## config.mk

```make
export PLATFORM = sky130hd
export DESIGN_NAME = irq_coalesce_ctrl
export DESIGN_NICKNAME = d
export VERILOG_FILES = /design/src/rtl/irqc_pkg.sv /design/src/rtl/irqc_w1c_bits.sv /design/src/rtl/irqc_status_regs.sv /design/src/rtl/irqc_coal_fsm.sv /design/src/rtl/irq_coalesce_ctrl.sv
export SDC_FILE = /design/constraint.sdc
export NUM_CORES = 1
export LEC_CHECK = 0
export BUFFER_PORTS_ARGS = -buffer_cell sky130_fd_sc_hd__buf_4
export CORE_ASPECT_RATIO = 1.4
export CORE_MARGIN = 5
export CORE_UTILIZATION = 48
export DETAILED_ROUTE_END_ITERATION = 10
export GPL_TIMING_DRIVEN = 1
export PLACE_DENSITY = 0.76
export REMOVE_ABC_BUFFERS = 1
export SKIP_LAST_GASP = 1
export SYNTH_ARGS = -nofsm -noshare
export SYNTH_HDL_FRONTEND = slang
export SYNTH_SLANG_ARGS = --single-unit
export TNS_END_PERCENT = 5
```

## constraint.sdc

```tcl
create_clock -name clk -period 1.89 [get_ports clk]
set_clock_uncertainty 0.1 [all_clocks]
set_input_delay 0.0945 -clock clk [delete_from_list [all_inputs] [get_ports clk]]
set_output_delay 0.0945 -clock clk [all_outputs]
set_load 0.005 [all_outputs]
```

## src/rtl/irqc_pkg.sv

```systemverilog
package irqc_pkg;

    localparam int DW = 32;

    typedef enum logic [1:0] {
        ST_IDLE = 2'd0,
        ST_WAIT = 2'd1,
        ST_FIRE = 2'd2
    } coal_state_e;

    // register select values
    localparam logic [1:0] SEL_MAIN = 2'd0;
    localparam logic [1:0] SEL_FLOW = 2'd1;
    localparam logic [1:0] SEL_MASK = 2'd2;
    localparam logic [1:0] SEL_COAL = 2'd3;

    // main word summary positions
    localparam int MB_RX_SUM  = 31;
    localparam int MB_DMA_ERR = 29;
    localparam int MB_TX_SUM  = 27;

    // miscellaneous sources: index i of misc_ev lands at MISC_POS[i]
    localparam int NUM_MISC = 5;
    localparam int MISC_POS [NUM_MISC] = '{0, 1, 6, 7, 25};

    // detailed word: index i of the flow vector lands at FLOW_POS[i]
    // order of the flow vector: tx0, tx1, rx0, rx1, urgent, error
    localparam int NUM_FLOW = 6;
    localparam int FLOW_POS [NUM_FLOW] = '{0, 1, 16, 17, 30, 31};
    localparam int FI_TX0 = 0;
    localparam int FI_TX1 = 1;
    localparam int FI_RX0 = 2;
    localparam int FI_RX1 = 3;
    localparam int FI_URG = 4;
    localparam int FI_ERR = 5;

endpackage

```

## src/rtl/irqc_w1c_bits.sv

```systemverilog
module irqc_w1c_bits #(
    parameter int unsigned N = 4
) (
    input  logic         clk,
    input  logic         rst_n,
    input  logic [N-1:0] set_i,
    input  logic [N-1:0] clr_i,
    output logic [N-1:0] bits_o
);

    logic [N-1:0] bits_q;

    always_ff @(posedge clk or negedge rst_n) begin
        if (!rst_n) begin
            bits_q <= '0;
        end else begin
            bits_q <= (bits_q & ~clr_i) | set_i;
        end
    end

    assign bits_o = bits_q;

    // a bit that was set falls only when a one was written to it
    a_r2_clear_only_on_write: assert property (@(posedge clk) disable iff (!rst_n)
        1'b1 |=> (((($past(bits_q) & ~$past(clr_i))) & ~bits_q) == '0));

    // every pulsed bit is set afterwards, even with a clear in the same cycle
    a_r3_set_wins: assert property (@(posedge clk) disable iff (!rst_n)
        1'b1 |=> (($past(set_i) & ~bits_q) == '0));

endmodule

```

## src/rtl/irqc_status_regs.sv

```systemverilog
module irqc_status_regs
    import irqc_pkg::*;
(
    input  logic                clk,
    input  logic                rst_n,
    input  logic [NUM_FLOW-1:0] flow_set,
    input  logic [NUM_FLOW-1:0] flow_clr,
    input  logic [NUM_MISC-1:0] misc_set,
    input  logic [NUM_MISC-1:0] misc_clr,
    output logic [DW-1:0]       main_word,
    output logic [DW-1:0]       flow_word
);

    logic [NUM_FLOW-1:0] flow_bits;
    logic [NUM_MISC-1:0] misc_bits;

    irqc_w1c_bits #(.N(NUM_FLOW)) u_flow (
        .clk    (clk),
        .rst_n  (rst_n),
        .set_i  (flow_set),
        .clr_i  (flow_clr),
        .bits_o (flow_bits)
    );

    irqc_w1c_bits #(.N(NUM_MISC)) u_misc (
        .clk    (clk),
        .rst_n  (rst_n),
        .set_i  (misc_set),
        .clr_i  (misc_clr),
        .bits_o (misc_bits)
    );

    always_comb begin
        flow_word = '0;
        for (int i = 0; i < NUM_FLOW; i++) begin
            flow_word[FLOW_POS[i]] = flow_bits[i];
        end
    end

    always_comb begin
        main_word = '0;
        for (int i = 0; i < NUM_MISC; i++) begin
            main_word[MISC_POS[i]] = misc_bits[i];
        end
        main_word[MB_RX_SUM]  = flow_bits[FI_RX0] | flow_bits[FI_RX1] | flow_bits[FI_URG];
        main_word[MB_TX_SUM]  = flow_bits[FI_TX0] | flow_bits[FI_TX1];
        main_word[MB_DMA_ERR] = flow_bits[FI_ERR];
    end

endmodule

```

## src/rtl/irqc_coal_fsm.sv

```systemverilog
module irqc_coal_fsm
    import irqc_pkg::*;
#(
    parameter int unsigned COAL_W         = 8,
    parameter int unsigned TICKS_PER_UNIT = 32
) (
    input  logic              clk,
    input  logic              rst_n,
    input  logic              cause_any,
    input  logic              urgent_any,
    input  logic [COAL_W-1:0] coal_val,
    input  logic              us_tick,
    output logic              irq_o
);

    localparam int unsigned CW = COAL_W + $clog2(TICKS_PER_UNIT);

    coal_state_e   state_q, state_d;
    logic [CW-1:0] cnt_q;
    logic [CW-1:0] limit;
    logic          cnt_last;
    logic          coal_zero;

    assign limit     = CW'(coal_val) * CW'(TICKS_PER_UNIT);
    assign cnt_last  = (cnt_q == (limit - CW'(1)));
    assign coal_zero = (coal_val == '0);

    // state register
    always_ff @(posedge clk or negedge rst_n) begin
        if (!rst_n) begin
            state_q <= ST_IDLE;
        end else begin
            state_q <= state_d;
        end
    end

    // next state
    always_comb begin
        state_d = state_q;
        unique case (state_q)
            ST_IDLE: begin
                if (cause_any) begin
                    state_d = (urgent_any || coal_zero) ? ST_FIRE : ST_WAIT;
                end
            end
            ST_WAIT: begin
                if (!cause_any) begin
                    state_d = ST_IDLE;
                end else if (urgent_any || coal_zero || (us_tick && cnt_last)) begin
                    state_d = ST_FIRE;
                end
            end
            ST_FIRE: begin
                if (!cause_any) begin
                    state_d = ST_IDLE;
                end
            end
            default: state_d = ST_IDLE;
        endcase
    end

    // window counter, runs on ticks only while waiting
    always_ff @(posedge clk or negedge rst_n) begin
        if (!rst_n) begin
            cnt_q <= '0;
        end else if (state_q != ST_WAIT) begin
            cnt_q <= '0;
        end else if (us_tick) begin
            cnt_q <= cnt_q + CW'(1);
        end
    end

    // outputs
    always_comb begin
        irq_o = (state_q == ST_FIRE);
    end

    // no enabled cause means the line is low next cycle
    a_r8_no_irq_without_cause: assert property (@(posedge clk) disable iff (!rst_n)
        !cause_any |=> !irq_o);

    // the window only expires on a tick
    a_r9_wait_needs_tick: assert property (@(posedge clk) disable iff (!rst_n)
        (state_q == ST_WAIT) && cause_any && !urgent_any && !coal_zero && !us_tick |=> !irq_o);

    // zero interval fires straight from idle
    a_r10_zero_interval: assert property (@(posedge clk) disable iff (!rst_n)
        (state_q == ST_IDLE) && cause_any && coal_zero |=> irq_o);

    // urgent cause bypasses the window
    a_r11_urgent_bypass: assert property (@(posedge clk) disable iff (!rst_n)
        cause_any && urgent_any |=> irq_o);

    // line held while causes remain
    a_r12_hold: assert property (@(posedge clk) disable iff (!rst_n)
        irq_o && cause_any |=> irq_o);

endmodule

```

## src/rtl/irq_coalesce_ctrl.sv

```systemverilog
module irq_coalesce_ctrl
    import irqc_pkg::*;
#(
    parameter int unsigned COAL_W         = 8,
    parameter int unsigned TICKS_PER_UNIT = 32
) (
    input  logic                clk,
    input  logic                rst_n,
    input  logic [1:0]          reg_addr,
    input  logic                reg_wr,
    input  logic [DW-1:0]       reg_wdata,
    output logic [DW-1:0]       reg_rdata,
    input  logic [1:0]          rx_chan_ev,
    input  logic [1:0]          tx_chan_ev,
    input  logic                dma_err_ev,
    input  logic                rx_urgent_ev,
    input  logic [NUM_MISC-1:0] misc_ev,
    input  logic                us_tick,
    output logic                host_irq
);

    logic                wr_main, wr_flow, wr_mask, wr_coal;
    logic [NUM_FLOW-1:0] flow_set, flow_clr;
    logic [NUM_MISC-1:0] misc_clr;
    logic [DW-1:0]       main_word, flow_word;
    logic [DW-1:0]       mask_q;
    logic [COAL_W-1:0]   coal_q;
    logic                cause_any, urgent_any;

    assign wr_main = reg_wr && (reg_addr == SEL_MAIN);
    assign wr_flow = reg_wr && (reg_addr == SEL_FLOW);
    assign wr_mask = reg_wr && (reg_addr == SEL_MASK);
    assign wr_coal = reg_wr && (reg_addr == SEL_COAL);

    // event vector in flow order: tx0, tx1, rx0, rx1, urgent, error
    assign flow_set = {dma_err_ev, rx_urgent_ev, rx_chan_ev, tx_chan_ev};

    for (genvar i = 0; i < NUM_FLOW; i++) begin : g_flow_clr
        assign flow_clr[i] = wr_flow & reg_wdata[FLOW_POS[i]];
    end

    for (genvar i = 0; i < NUM_MISC; i++) begin : g_misc_clr
        assign misc_clr[i] = wr_main & reg_wdata[MISC_POS[i]];
    end

    irqc_status_regs u_status (
        .clk       (clk),
        .rst_n     (rst_n),
        .flow_set  (flow_set),
        .flow_clr  (flow_clr),
        .misc_set  (misc_ev),
        .misc_clr  (misc_clr),
        .main_word (main_word),
        .flow_word (flow_word)
    );

    always_ff @(posedge clk or negedge rst_n) begin
        if (!rst_n) begin
            mask_q <= '0;
            coal_q <= '0;
        end else begin
            if (wr_mask) mask_q <= reg_wdata;
            if (wr_coal) coal_q <= reg_wdata[COAL_W-1:0];
        end
    end

    always_comb begin
        unique case (reg_addr)
            SEL_MAIN: reg_rdata = main_word;
            SEL_FLOW: reg_rdata = flow_word;
            SEL_MASK: reg_rdata = mask_q;
            default:  reg_rdata = DW'(coal_q);
        endcase
    end

    assign cause_any  = |(main_word & mask_q);
    assign urgent_any = flow_word[FLOW_POS[FI_URG]] & mask_q[MB_RX_SUM];

    irqc_coal_fsm #(
        .COAL_W         (COAL_W),
        .TICKS_PER_UNIT (TICKS_PER_UNIT)
    ) u_fsm (
        .clk        (clk),
        .rst_n      (rst_n),
        .cause_any  (cause_any),
        .urgent_any (urgent_any),
        .coal_val   (coal_q),
        .us_tick    (us_tick),
        .irq_o      (host_irq)
    );

endmodule

```

### After elaboration in Yosys (flattened, before gate mapping)

Index checks and enable logic that the tools add are counted.

| word-level totals | value |
|---|---|
| bits in registers | 66 |
| input port bits | 49 |
| output and inout port bits | 33 |
| logic and storage cells | 62 |

| operators by class | value |
|---|---|
| add/subtract/negate cells | 2 |
| eq/ne operators | 10 |
| multiplexer cells | 9 |
| bitwise gates (word level) | 22 |
| reductions and logical operators | 13 |

Operators with widths:

| kind | count |
|---|---|
| one-hot mux 32 bit (3 select lines) | 1 |
| AND 32 bit | 1 |
| OR reduction 32 bit | 1 |
| 2-to-1 mux 13 bit | 2 |
| adder 13 x 1 -> 13 bit, second input constant | 1 |
| equality test 13 bit | 1 |
| subtractor 13 x 1 -> 13 bit, second input constant | 1 |
| AND 1 bit | 12 |
| 2-to-1 mux 2 bit | 5 |
| zero test 8 bit | 1 |
| AND 6 bit | 1 |
| equality test 2 bit, second input constant | 3 |
| inverter 6 bit | 1 |
| OR 6 bit | 1 |
| one-hot mux 2 bit (3 select lines) | 1 |
| AND 5 bit | 1 |
| logical AND 1 bit | 5 |
| inverter 5 bit | 1 |
| OR 5 bit | 1 |
| equality test 2 x 1 -> 1 bit, second input constant | 2 |
| zero test 2 bit | 2 |
| != test 2 x 1 -> 1 bit, second input constant | 2 |
| != test 3 bit, second input constant | 1 |
| OR 1 bit | 3 |
| 4 further kinds | 5 |

### Longest topological paths before layout

Gate-level depths: netlist of the first run.

| depth | value |
|---|---|
| word-level depth | 7 |
| mapped depth | 7 |
| gate-level depth less buffers | 7 |

### Hierarchy

A second synthesis of the first run with hierarchy kept.

| second synthesis, totals | value |
|---|---|
| cells, all modules | 415 |
| area total of the unflattened synthesis | 4486.8 um^2 |

By module, submodules not included:

| module | instances | cells an instance | area each (um^2) | sequential area each (um^2) |
|---|---|---|---|---|
| irq_coalesce_ctrl | 1 | 212 | 2611.3 | 1001.0 |
| irqc_coal_fsm | 1 | 116 | 1077.3 | 375.4 |
| irqc_status_regs | 1 | 54 | 399.1 | 0.0 |
| irqc_w1c_bits (u_status.u_flow) | 1 | 18 | 217.7 | 150.1 |
| irqc_w1c_bits (u_status.u_misc) | 1 | 15 | 181.4 | 125.1 |

### Worst setup path after synthesis of the first run

Ideal clock, no wire load.

| timing path | value |
|---|---|
| path type | register to register |
| from | register coal_q[3] |
| to | register u_fsm.state_q[0] |
| library setup time | 126 ps |
| data arrival time | 1737 ps |
| required time | 1664 ps |
| path slack | -73 ps |
| stages on the path, launching flop included | 6 |
| buffers on the path | 0 |
| clock period less this slack | 1963 ps |
| cell sequence | dfrtp_1 > or4_4 > or3_1 > a22oi_1 > a41oi_1 > nor2b_1 |

| between the ends | value |
|---|---|
| longest elaborated chain between the ends | 6 |
| elaborated cells on any way between the ends | 11 |
| those cells by class | add/sub: 1; eq/ne: 2; mux: 3; reduce/logical: 5 |

Ends and longest elaborated chain:

| item | RTL line | source |
|---|---|---|
| start: declaration | irq_coalesce_ctrl.sv:27 | `logic [COAL_W-1:0] coal_q;` |
| start signal: assignment | irq_coalesce_ctrl.sv:63 | `if (wr_coal) coal_q <= reg_wdata[COAL_W-1:0];` |
| subtractor 13 x 1 -> 13 bit | irqc_coal_fsm.sv:25 | `assign cnt_last = (cnt_q == (limit - CW'(1)));` |
| equality test 13 bit | irqc_coal_fsm.sv:25 |  |
| logical AND 1 bit | irqc_coal_fsm.sv:49 | `end else if (urgent_any \|\| coal_zero \|\| (us_tick && cnt_last)) begin` |
| logical OR 1 bit | irqc_coal_fsm.sv:49 |  |
| != test 3 bit (no line) | n/a |  |
| AND reduction 3 bit (no line) | n/a |  |
| end signal: assignment | irqc_coal_fsm.sv:33 | `state_q <= state_d;` |
| end: declaration | irqc_coal_fsm.sv:18 | `coal_state_e state_q, state_d;` |

Several ways; a longest one is shown, not always the timed one. The select of a mux whose other input is x is not followed.
A chain may end at the register's enable or synchronous reset.

### Final worst setup path of the first run

| timing path | value |
|---|---|
| from | register coal_q[4] |
| to | register u_fsm.state_q[0] |

Same word-level chain as after synthesis.

==> results.yml, run 1 <==
worst_setup_path:
  cp_cell_sequence: "or4_4, or3_4, a22oi_2, a41oi_2, nor2b_1"
  arrival_ns: 2.07
  crit_family: "simple AND/OR/NAND/NOR gates"
  endpoint_kind: "register"
  slowest_delay_ns: 0.55
  reg2reg_depth: 5
  crit_path_start_kind: "register"
  slowest_stage: "or4_4"
  cp_num_buf_inv: 0
  reg2reg_to: "u_fsm.state_q[0]$_DFFE_PN0P_"
  r2r-start: "coal_q[4]$_DFFE_PN0P_"
  cp.required_ns: 2.01
  worstSetupPathType: "reg2reg"
  r2r_setup_slack_ns: -0.06
  worstPathMaxFanout: 2
clocking:
  clk_pin_slew_worst_paths_ns: 0.08
  cts_max_level: 3
  cts_buffer_depth: 2
  cts_tree: "built"
  cts_made_buffers: 9
  clk_latency_ns: 0.35
  cts_root_buf: "clkbuf_8"
  cts_sinks: 66
placement:
  portBuffers: 81
  dp_hpwl_um: 5930
  routabilityCongestion: 0.882
sta:
  fin_crit_sh: 1.03
  layout_min_cycle_time_ns: 1.95
  tightest_slew_ns: 0.504
  setup_viol: 2
  finalSetupTns_ns: -0.0909
  fin_ws_ns: -0.0575
  max_freq_mhz: 513
  slew_headroom: 0.662
  rsz0062_at_grt: "true"
  slew_violations: 0
  final_hold_viol_count: 0
logic_synthesis:
  ys_ff_latch: 66
  synth_edf_count: 0
  yosysTopAreaCell: "dfrtp_1"
  synth_top_flop_cell: "dfrtp_1"
  yosysSeqAreaShare: 0.505
  synth.distinct_cells: 33
  avgSynthCellArea_um2: 11.4
  yosysWarnings: 0
  netlist_instances: 287
  synth_area_leaders: "dfrtp_1 50%, mux2_2 14%, xnor2_1 3.5%, and2_1 3.4%, xor2_1 2.7%"
  syn_area_um2: 3270
  synth_top_area_frac: 0.505
  async_flop_share: 1.00
power:
  peakVddDrop_mv: 0.606
  p_per_area_nw_per_um2: 776
  p_leak_nw: 2.10
layout:
  final_common_cell: "buf_4"
  drive_above_1_share: 0.374
  area_growth_pct: 48.3
  final_nets: 491
  final_util: 0.734
  final_cell_mix: "97 x buf_4, 66 x dfrtp_1, 56 x dlygate4sd3_1"
routing:
  first_iter_violations: 142
  ant_nets: 0
  num_vias: 2853
  wl_um: 9010
  drc_errors: 0
  wl_per_cell_um: 16.8
  vias_per_cell: 5.31
  drtPass1Iterations: 4
floorplan:
  coreArea_um2: 6610
  ios: 82
  num_rows: 35
  fp.dieW_um: 79.8
  die-height_um: 108
  start_util: 0.495
  dieArea_um2: 8590
run_status:
  violations: "setup timing"
  outcome: "finished with violations"
global_routing:
  grt_use_total: 0.225
  grt_pass1_wl_um: 14900
  grt_max_degree: 42
  grt_pass1_vias: 3149
  grt-ovfl-total: 0
  antenna_found_initial: 0
run:
  drv_cap: 0
min_path:
  hold_path.class: "in2async"
## synthesized netlist by cell type (2+ instances only)
cell type   n
ha_1        3
a22oi_1     4
xor2_1     10
clkbuf_1    7
inv_1       3
nor2_1     23
xnor2_1    13
buf_2       3
nand4_1     7
mux2_2     42
a22o_1      5
and2_1     18
or3_1       3
dfrtp_1    66
a21o_1     11
mux4_2      2
buf_1       3
o21ai_0     4
nor2b_1     8
mux2i_1     8
nor3_1      6
nand3_1     7
nand2_1    19
a21oi_1     3
## metrics by stage
step / hold slack, ns / setup slack, ns / cells / area (µm²) / power [mW]
4_1_cts: 0.107 / -0.0600 / 536 / 4830 / 3.76
3_5_place_dp: -0.0697 / -0.111 / 463 / 4080 / 2.59
6_report: 0.100 / -0.0575 / 537 / 4850 / 3.77
3_3_place_gp: -0.0720 / -0.0739 / 463 / 4080 / 2.55
5_1_grt: 0.117 / -0.103 / 536 / 4850 / 3.97
2_1_floorplan: -0.301 / -0.241 / 274 / 3220 / 2.15
## repair_timing
action	CTS	global route
resized for setup	2	5
hold buffers	56	0
setup buffers	1	0
endpoints found under the hold margin	118	0
setup endpoints to repair	2	3
pin swaps	3	1
## layout make-up
cell class                      count  area [µm²]
Clock inverter                      7        53.8
Clock buffer                        9         124
Sequential cell                    66        1650
Tap cell                           92         115
Multi-Input combinational cell    205        1590
Inverter                            3        11.3
Antenna cell                        1        2.50
Fill cell                         406        1760
Timing Repair Buffer              154        1310
## worst reg2reg max path: cells and delay by family (launching register included)
| kind | cells | cell delay, ns |
|---|---|---|
| and+or+nand+nor | 3 | 1.06 |
| DFF | 1 | 0.38 |
| AOI/OAI and AO/OA | 2 | 0.28 |
## worst max-delay path by stage
stage,start,end,cells after the start
2_1_floorplan,reg_addr[1],mask_q[0]$_DFFE_PN0P_,3
4_1_cts,coal_q[4]$_DFFE_PN0P_,u_fsm.state_q[0]$_DFFE_PN0P_,5
3_3_place_gp,coal_q[4]$_DFFE_PN0P_,u_fsm.state_q[0]$_DFFE_PN0P_,5
6_report,coal_q[4]$_DFFE_PN0P_,u_fsm.state_q[0]$_DFFE_PN0P_,5
3_5_place_dp,coal_q[4]$_DFFE_PN0P_,u_fsm.state_q[0]$_DFFE_PN0P_,5
5_1_grt,coal_q[4]$_DFFE_PN0P_,u_fsm.state_q[0]$_DFFE_PN0P_,5
## logic make-up (layout without fill, tap and decap cells)
group / after synthesis / count (layout) / synth area share
fa+ha+maj: 3 / 3 / 0.0115
flops: 66 / 66 / 0.505
compound gates: 31 / 31 / 0.0711
mux: 52 / 52 / 0.183
buf+inv: 16 / 173 / 0.0195
xor+xnor: 23 / 23 / 0.0615
simple gates: 96 / 96 / 0.149
other cells: 0 / 1 / 0
## state kept, by name, indices dropped and copies added, names as in the netlist
| register | cells |
|---|---|
| coal_q | 8 |
| mask_q | 32 |
| u_fsm.cnt_q | 13 |
| u_fsm.state_q | 2 |
| u_status.u_flow.bits_o | 6 |
| u_status.u_misc.bits_o | 5 |
## metal layers
metal | vias to the layer above | track usage | wire, µm
li1 | 1305 | - | -
met1 | 1412 | 0.235 | 3440
met2 | 109 | 0.412 | 4830
met3 | 27 | 0.0637 | 526
met4 | 0 | 0.0954 | 217
met5 | - | 0 | 0
## where the power goes
group          internal, mW  switching [mW]
combinational         0.592           0.390
clock                 0.481           0.582
sequential             1.60           0.125
total                  2.67            1.10
(Power assumes the default switching activity.)
==> inputs of run 2 (changes only) <==
- SETUP_SLACK_MARGIN: default -> 0.4
==> run 2 against run 1 <==
Compared with the run above: the run ends with hold timing, setup timing left; non-clock buffer count down 5; total power up 0.65%; clock power about the same; register-to-register slack about the same; core utilization fell by 0.79 points; count of clock-buffer cells in the layout unchanged; highest routed layer unchanged.
==> results.yml, run 2 (same netlist as run 1, synthesis figures left out) <==
run_status:
  outcome: "finished with violations"
  violations: "hold timing, setup timing"
sta:
  max_freq_mhz: 513
  slew_headroom: 0.661
  setup_viol: 2
  rsz0062_at_grt: "true"
  timing.hold.ws_ns: -0.0103
  finalSetupTns_ns: -0.110
  fin_crit_sh: 1.03
  layout_min_cycle_time_ns: 1.95
  slew_violations: 0
  fin_ws_ns: -0.0592
  tightest_slew_ns: 0.507
  final_hold_viol_count: 1
routing:
  wl_per_cell_um: 17.3
  drtPass1Iterations: 4
  drc_errors: 0
  wl_um: 9220
  ant_nets: 0
  num_vias: 2799
  vias_per_cell: 5.26
  first_iter_violations: 156
layout:
  drive_above_1_share: 0.378
  final_common_cell: "buf_4"
  fillerInstances: 428
  largest_reg_flops: 32
  reg_top3: "mask_q: 32 flops, u_fsm.cnt_q: 13 flops, coal_q: 8 flops"
  final_cell_mix: "98 x buf_4, 66 x dfrtp_1, 50 x dlygate4sd3_1"
  area_growth_pct: 46.7
  regArea_um2: 1650
  regMostFlops: "mask_q"
  multi_input_area_um2: 1590
  final_nets: 486
  final_util: 0.726
worst_setup_path:
  worstPathMaxFanout: 2
  reg2reg_depth: 5
  crit_path_start_kind: "register"
  r2r-start: "coal_q[5]$_DFFE_PN0P_"
  endpoint: "u_fsm.state_q[0]$_DFFE_PN0P_"
  arrival_ns: 2.07
  cp.required_ns: 2.01
  r2r_setup_slack_ns: -0.06
  worstSetupPathType: "reg2reg"
  reg2reg_to: "u_fsm.state_q[0]$_DFFE_PN0P_"
  crit_path_start: "coal_q[5]$_DFFE_PN0P_"
  endpoint_kind: "register"
clocking:
  clk_latency_ns: 0.35
  cts_made_buffers: 9
  cts_max_level: 3
  clk_pin_slew_worst_paths_ns: 0.08
  cts_sinks: 66
  cts_root_buf: "clkbuf_8"
  cts_buffer_depth: 2
  cts_tree: "built"
global_routing:
  grt_pass1_wl_um: 15000
  grt_use_total: 0.227
  use_met1: 0.237
  antenna_found_initial: 0
  busiest_layer: "met2"
  grt-ovfl-total: 0
  grt_pass1_vias: 3110
  grt_max_degree: 42
  grtUsageMet2: 0.415
  use_met3: 0.0704
floorplan:
  ios: 82
  num_rows: 35
  dieArea_um2: 8590
  fp.dieW_um: 79.8
  coreArea_um2: 6610
  die-height_um: 108
  start_util: 0.495
min_path:
  hold_path.class: "in2reg"
power:
  p_leak_nw: 2.09
  peakVddDrop_mv: 0.637
  p_total_mw: 3.79
  p_per_area_nw_per_um2: 790
placement:
  dp_hpwl_um: 5930
  portBuffers: 81
  routabilityCongestion: 0.882
run:
  drv_cap: 0
-- run 2: cell types whose count changed in the layout (fill, tap and decap cells not counted) --
| cell | previous run | this run |
|---|---|---|
| buf_4 | 97 | 98 |
| dlygate4sd3_1 | 56 | 50 |
| inv_1 | 2 | 3 |
| inv_2 | 1 | 0 |
-- run 2: per-layer routing --
layer,up-vias,wire length (µm)
met5,-,0
met4,0,219
met3,24,677
met2,101,4950
met1,1377,3380
li1,1297,-
-- run 2: critical path, cell delays in order, from the launching register on --
cell and delay (ns):
dfrtp_1 0.38, or4_4 0.55, or3_4 0.35, a22oi_2 0.14
a41oi_2 0.14, nor2b_1 0.16
-- run 2: worst min-delay path by stage --
| stage | startpoint | to | slack (ns) | depth (start not counted) |
|---|---|---|---|---|
| after floorplan | rst_n | coal_q[0]$_DFFE_PN0P_ | -0.30 | 0 |
| after global routing | us_tick | u_fsm.cnt_q[1]$_DFFE_PN0P_ | 0.01 | 3 |
| after CTS | us_tick | u_fsm.cnt_q[1]$_DFFE_PN0P_ | 0.0005 | 3 |
| final | us_tick | u_fsm.cnt_q[1]$_DFFE_PN0P_ | -0.01 | 3 |
| after detailed placement | rst_n | u_fsm.cnt_q[9]$_DFFE_PN0P_ | -0.07 | 1 |
| after global placement | rst_n | u_fsm.cnt_q[9]$_DFFE_PN0P_ | -0.07 | 1 |
-- run 2: report_power, final --
part           internal (mW)  switching, mW
Sequential              1.60          0.126
Clock                  0.481          0.601
Combinational          0.591          0.395
-- run 2: cell type report --
type                            count  area share
Timing Repair Buffer              149       0.262
Antenna cell                        1    0.000521
Multi-Input combinational cell    205       0.331
Inverter                            3     0.00234
Clock buffer                        9      0.0258
Tap cell                           92      0.0240
Sequential cell                    66       0.344
Clock inverter                      7      0.0112
-- run 2: timing repair --
item,CTS,global route
pin swaps,3,2
endpoints found under the setup margin,10,15
gates resized for setup,2,4
hold buffers,50,0
setup buffers,1,1
hold endpoints to repair,118,0
-- run 2: per-stage QoR --
stage	setup slack [ns]	instance area [µm²]	instances	hold slack, ns
after floorplan	-0.241	3220	274	-0.301
after global placement	-0.0739	4080	463	-0.0720
after detailed placement	-0.111	4080	463	-0.0697
after CTS	-0.0600	4770	530	0.000462
after global routing	-0.107	4800	531	0.0103
final	-0.0592	4800	532	-0.0103
==> inputs of run 3 (changes only) <==
--- a/config.mk
+++ b/config.mk
@@ -10,6 +10,6 @@
 export CORE_MARGIN = 5
-export CORE_UTILIZATION = 48
+export CORE_UTILIZATION = 53
 export DETAILED_ROUTE_END_ITERATION = 10
 export GPL_TIMING_DRIVEN = 1
-export PLACE_DENSITY = 0.76
+export PLACE_DENSITY = 0.8
 export REMOVE_ABC_BUFFERS = 1
==> constraint.sdc (replaced) <==
create_clock -name clk -period 1.85 [get_ports clk]
set_clock_uncertainty 0.1 [all_clocks]
set_input_delay 0.37 -clock clk [delete_from_list [all_inputs] [get_ports clk]]
set_output_delay 0.37 -clock clk [all_outputs]
set_load 0.005 [all_outputs]
==> run 3 against run 2 <==
Compared with the run above: the run ends with setup timing left; clock power increased by 22%; setup slack got worse by 0.073 ns; first-iteration DRC count decreased by 62%; critical path depth decreased by 2; wire length decreased by 13%; total power increased by 5.5%.
==> results.yml, run 3 (same netlist as run 1, synthesis figures left out) <==
worst_setup_path:
  crit_path_start_kind: "register"
  endpoint_kind: "output pin"
  worstPathMaxFanout: 4
  cp.required_ns: 1.38
  worstSetupPathType: "reg2out"
  arrival_ns: 1.51
sta:
  final_hold_viol_count: 0
  setup_viol: 7
  tightest_slew_ns: 0.506
  layout_min_cycle_time_ns: 1.98
  timing.hold.ws_ns: 0.0971
  fin_crit_sh: 1.07
  slew_violations: 0
  rsz0062_at_grt: "true"
  slew_headroom: 0.663
  max_freq_mhz: 505
  fin_ws_ns: -0.132
floorplan:
  fp.dieW_um: 76.4
  dieArea_um2: 7870
  start_util: 0.534
  coreArea_um2: 6130
  ios: 82
  num_rows: 34
  die-height_um: 103
routing:
  wl_um: 7990
  wl_per_cell_um: 17.0
  ant_nets: 0
  first_iter_violations: 59
  drc_errors: 0
  vias_per_cell: 5.51
  drtPass1Iterations: 4
  num_vias: 2582
clocking:
  cts_root_buf: "clkbuf_8"
  clk_latency_ns: 0.34
  cts_tree: "built"
  clk_pin_slew_worst_paths_ns: 0.07
  cts_made_buffers: 9
  cts_max_level: 3
  cts_sinks: 66
  cts_buffer_depth: 2
min_path:
  hold_path.class: "in2reg"
global_routing:
  antenna_found_initial: 0
  grt_use_total: 0.213
  grt-ovfl-total: 0
  grt_pass1_vias: 2766
  grt_pass1_wl_um: 13100
  grt_max_degree: 40
power:
  p_total_mw: 4.00
  p_per_area_nw_per_um2: 906
  p_leak_nw: 1.97
  peakVddDrop_mv: 0.557
layout:
  area_growth_pct: 35.0
  drive_above_1_share: 0.443
  reg_top3: "mask_q: 32 flops, u_fsm.cnt_q: 13 flops, coal_q: 8 flops"
  fillerInstances: 455
  diodes: 0
  final_nets: 445
  largest_reg_flops: 32
  multi_input_area_um2: 1600
  regMostFlops: "mask_q"
  final_cell_mix: "102 x buf_4, 66 x dfrtp_1, 42 x mux2_2"
  stdcell_area_um2: 4420
  regArea_um2: 1650
  final_common_cell: "buf_4"
run:
  drv_cap: 0
placement:
  place_area_um2: 4120
  dp_hpwl_um: 5900
  portBuffers: 81
  routabilityCongestion: 0.872
run_status:
  violations: "setup timing"
  outcome: "finished with violations"
-- run 3: cell types whose count changed in the layout (fill, tap and decap cells not counted), moves of 2 or more --
cell and change:
dlygate4sd3_1 -49, buf_4 +4, buf_6 +3, bufinv_16 +2, inv_1 -2, inv_2 +2
-- run 3: area by class of cell --
type | count | share of cell area
Sequential cell | 66 | 0.374
Multi-Input combinational cell | 205 | 0.362
Timing Repair Buffer | 108 | 0.192
Clock buffer | 9 | 0.0280
Clock inverter | 6 | 0.0210
Tap cell | 72 | 0.0204
Inverter | 3 | 0.00255
-- run 3: worst max-delay path, cell delays in order (launching register included) --
cell	delay (ns)
dfrtp_1	0.41
buf_6	0.14
mux4_2	0.47
buf_4	0.15
-- run 3: power by group --
group	leakage (nW)	switching, mW	internal, mW
Sequential	0.779	0.123	1.63
Clock	0.102	0.561	0.755
Combinational	1.09	0.376	0.554
Total	1.97	1.06	2.94
-- run 3: worst paths after layout --
check | slack (ns) | end | cells past startpoint | startpoint
max | -0.13 | reg_rdata[0] | 3 | coal_q[0]$_DFFE_PN0P_
min | 0.1 | u_status.u_misc.bits_o[4]$_DFF_PN0_ | 2 | misc_ev[4]
max reg2reg | -0.12 | u_fsm.state_q[0]$_DFFE_PN0P_ | 7 | coal_q[1]$_DFFE_PN0P_
min reg2reg | 0.40 | mask_q[8]$_DFFE_PN0P_ | 1 | mask_q[8]$_DFFE_PN0P_
max in group asynchronous | 0.64 | u_fsm.cnt_q[3]$_DFFE_PN0P_ | 3 | rst_n
min in group asynchronous | 0.43 | u_fsm.cnt_q[11]$_DFFE_PN0P_ | 2 | rst_n
-- run 3: per-stage QoR --
stage	cells	worst slack, ns	TNS (ns)	utilization
detailed placement	450	-0.133	-0.235	0.672
global placement	450	-0.103	-0.158	0.672
CTS	468	-0.134	-0.706	0.717
finish	469	-0.132	-0.683	0.721
floorplan	274	-0.557	-17.99	-
global route	469	-0.192	-1.08	0.721
-- run 3: timing repair --
item,in CTS,in global routing
pin swaps,6,5
buffers inserted,2,1
gates cloned,0,0
resized for setup,9,4
setup endpoints to repair,39,41
hold endpoints to repair,36,0
hold buffers,1,0
-- run 3: metal layers --
metal	vias up	global-route usage	routed length, µm	share of wire
met5	-	0	0	0
met4	0	0.109	248	0.031
met3	21	0.0726	613	0.077
met2	85	0.379	4280	0.54
met1	1263	0.224	2850	0.36
li1	1213	-	-	-
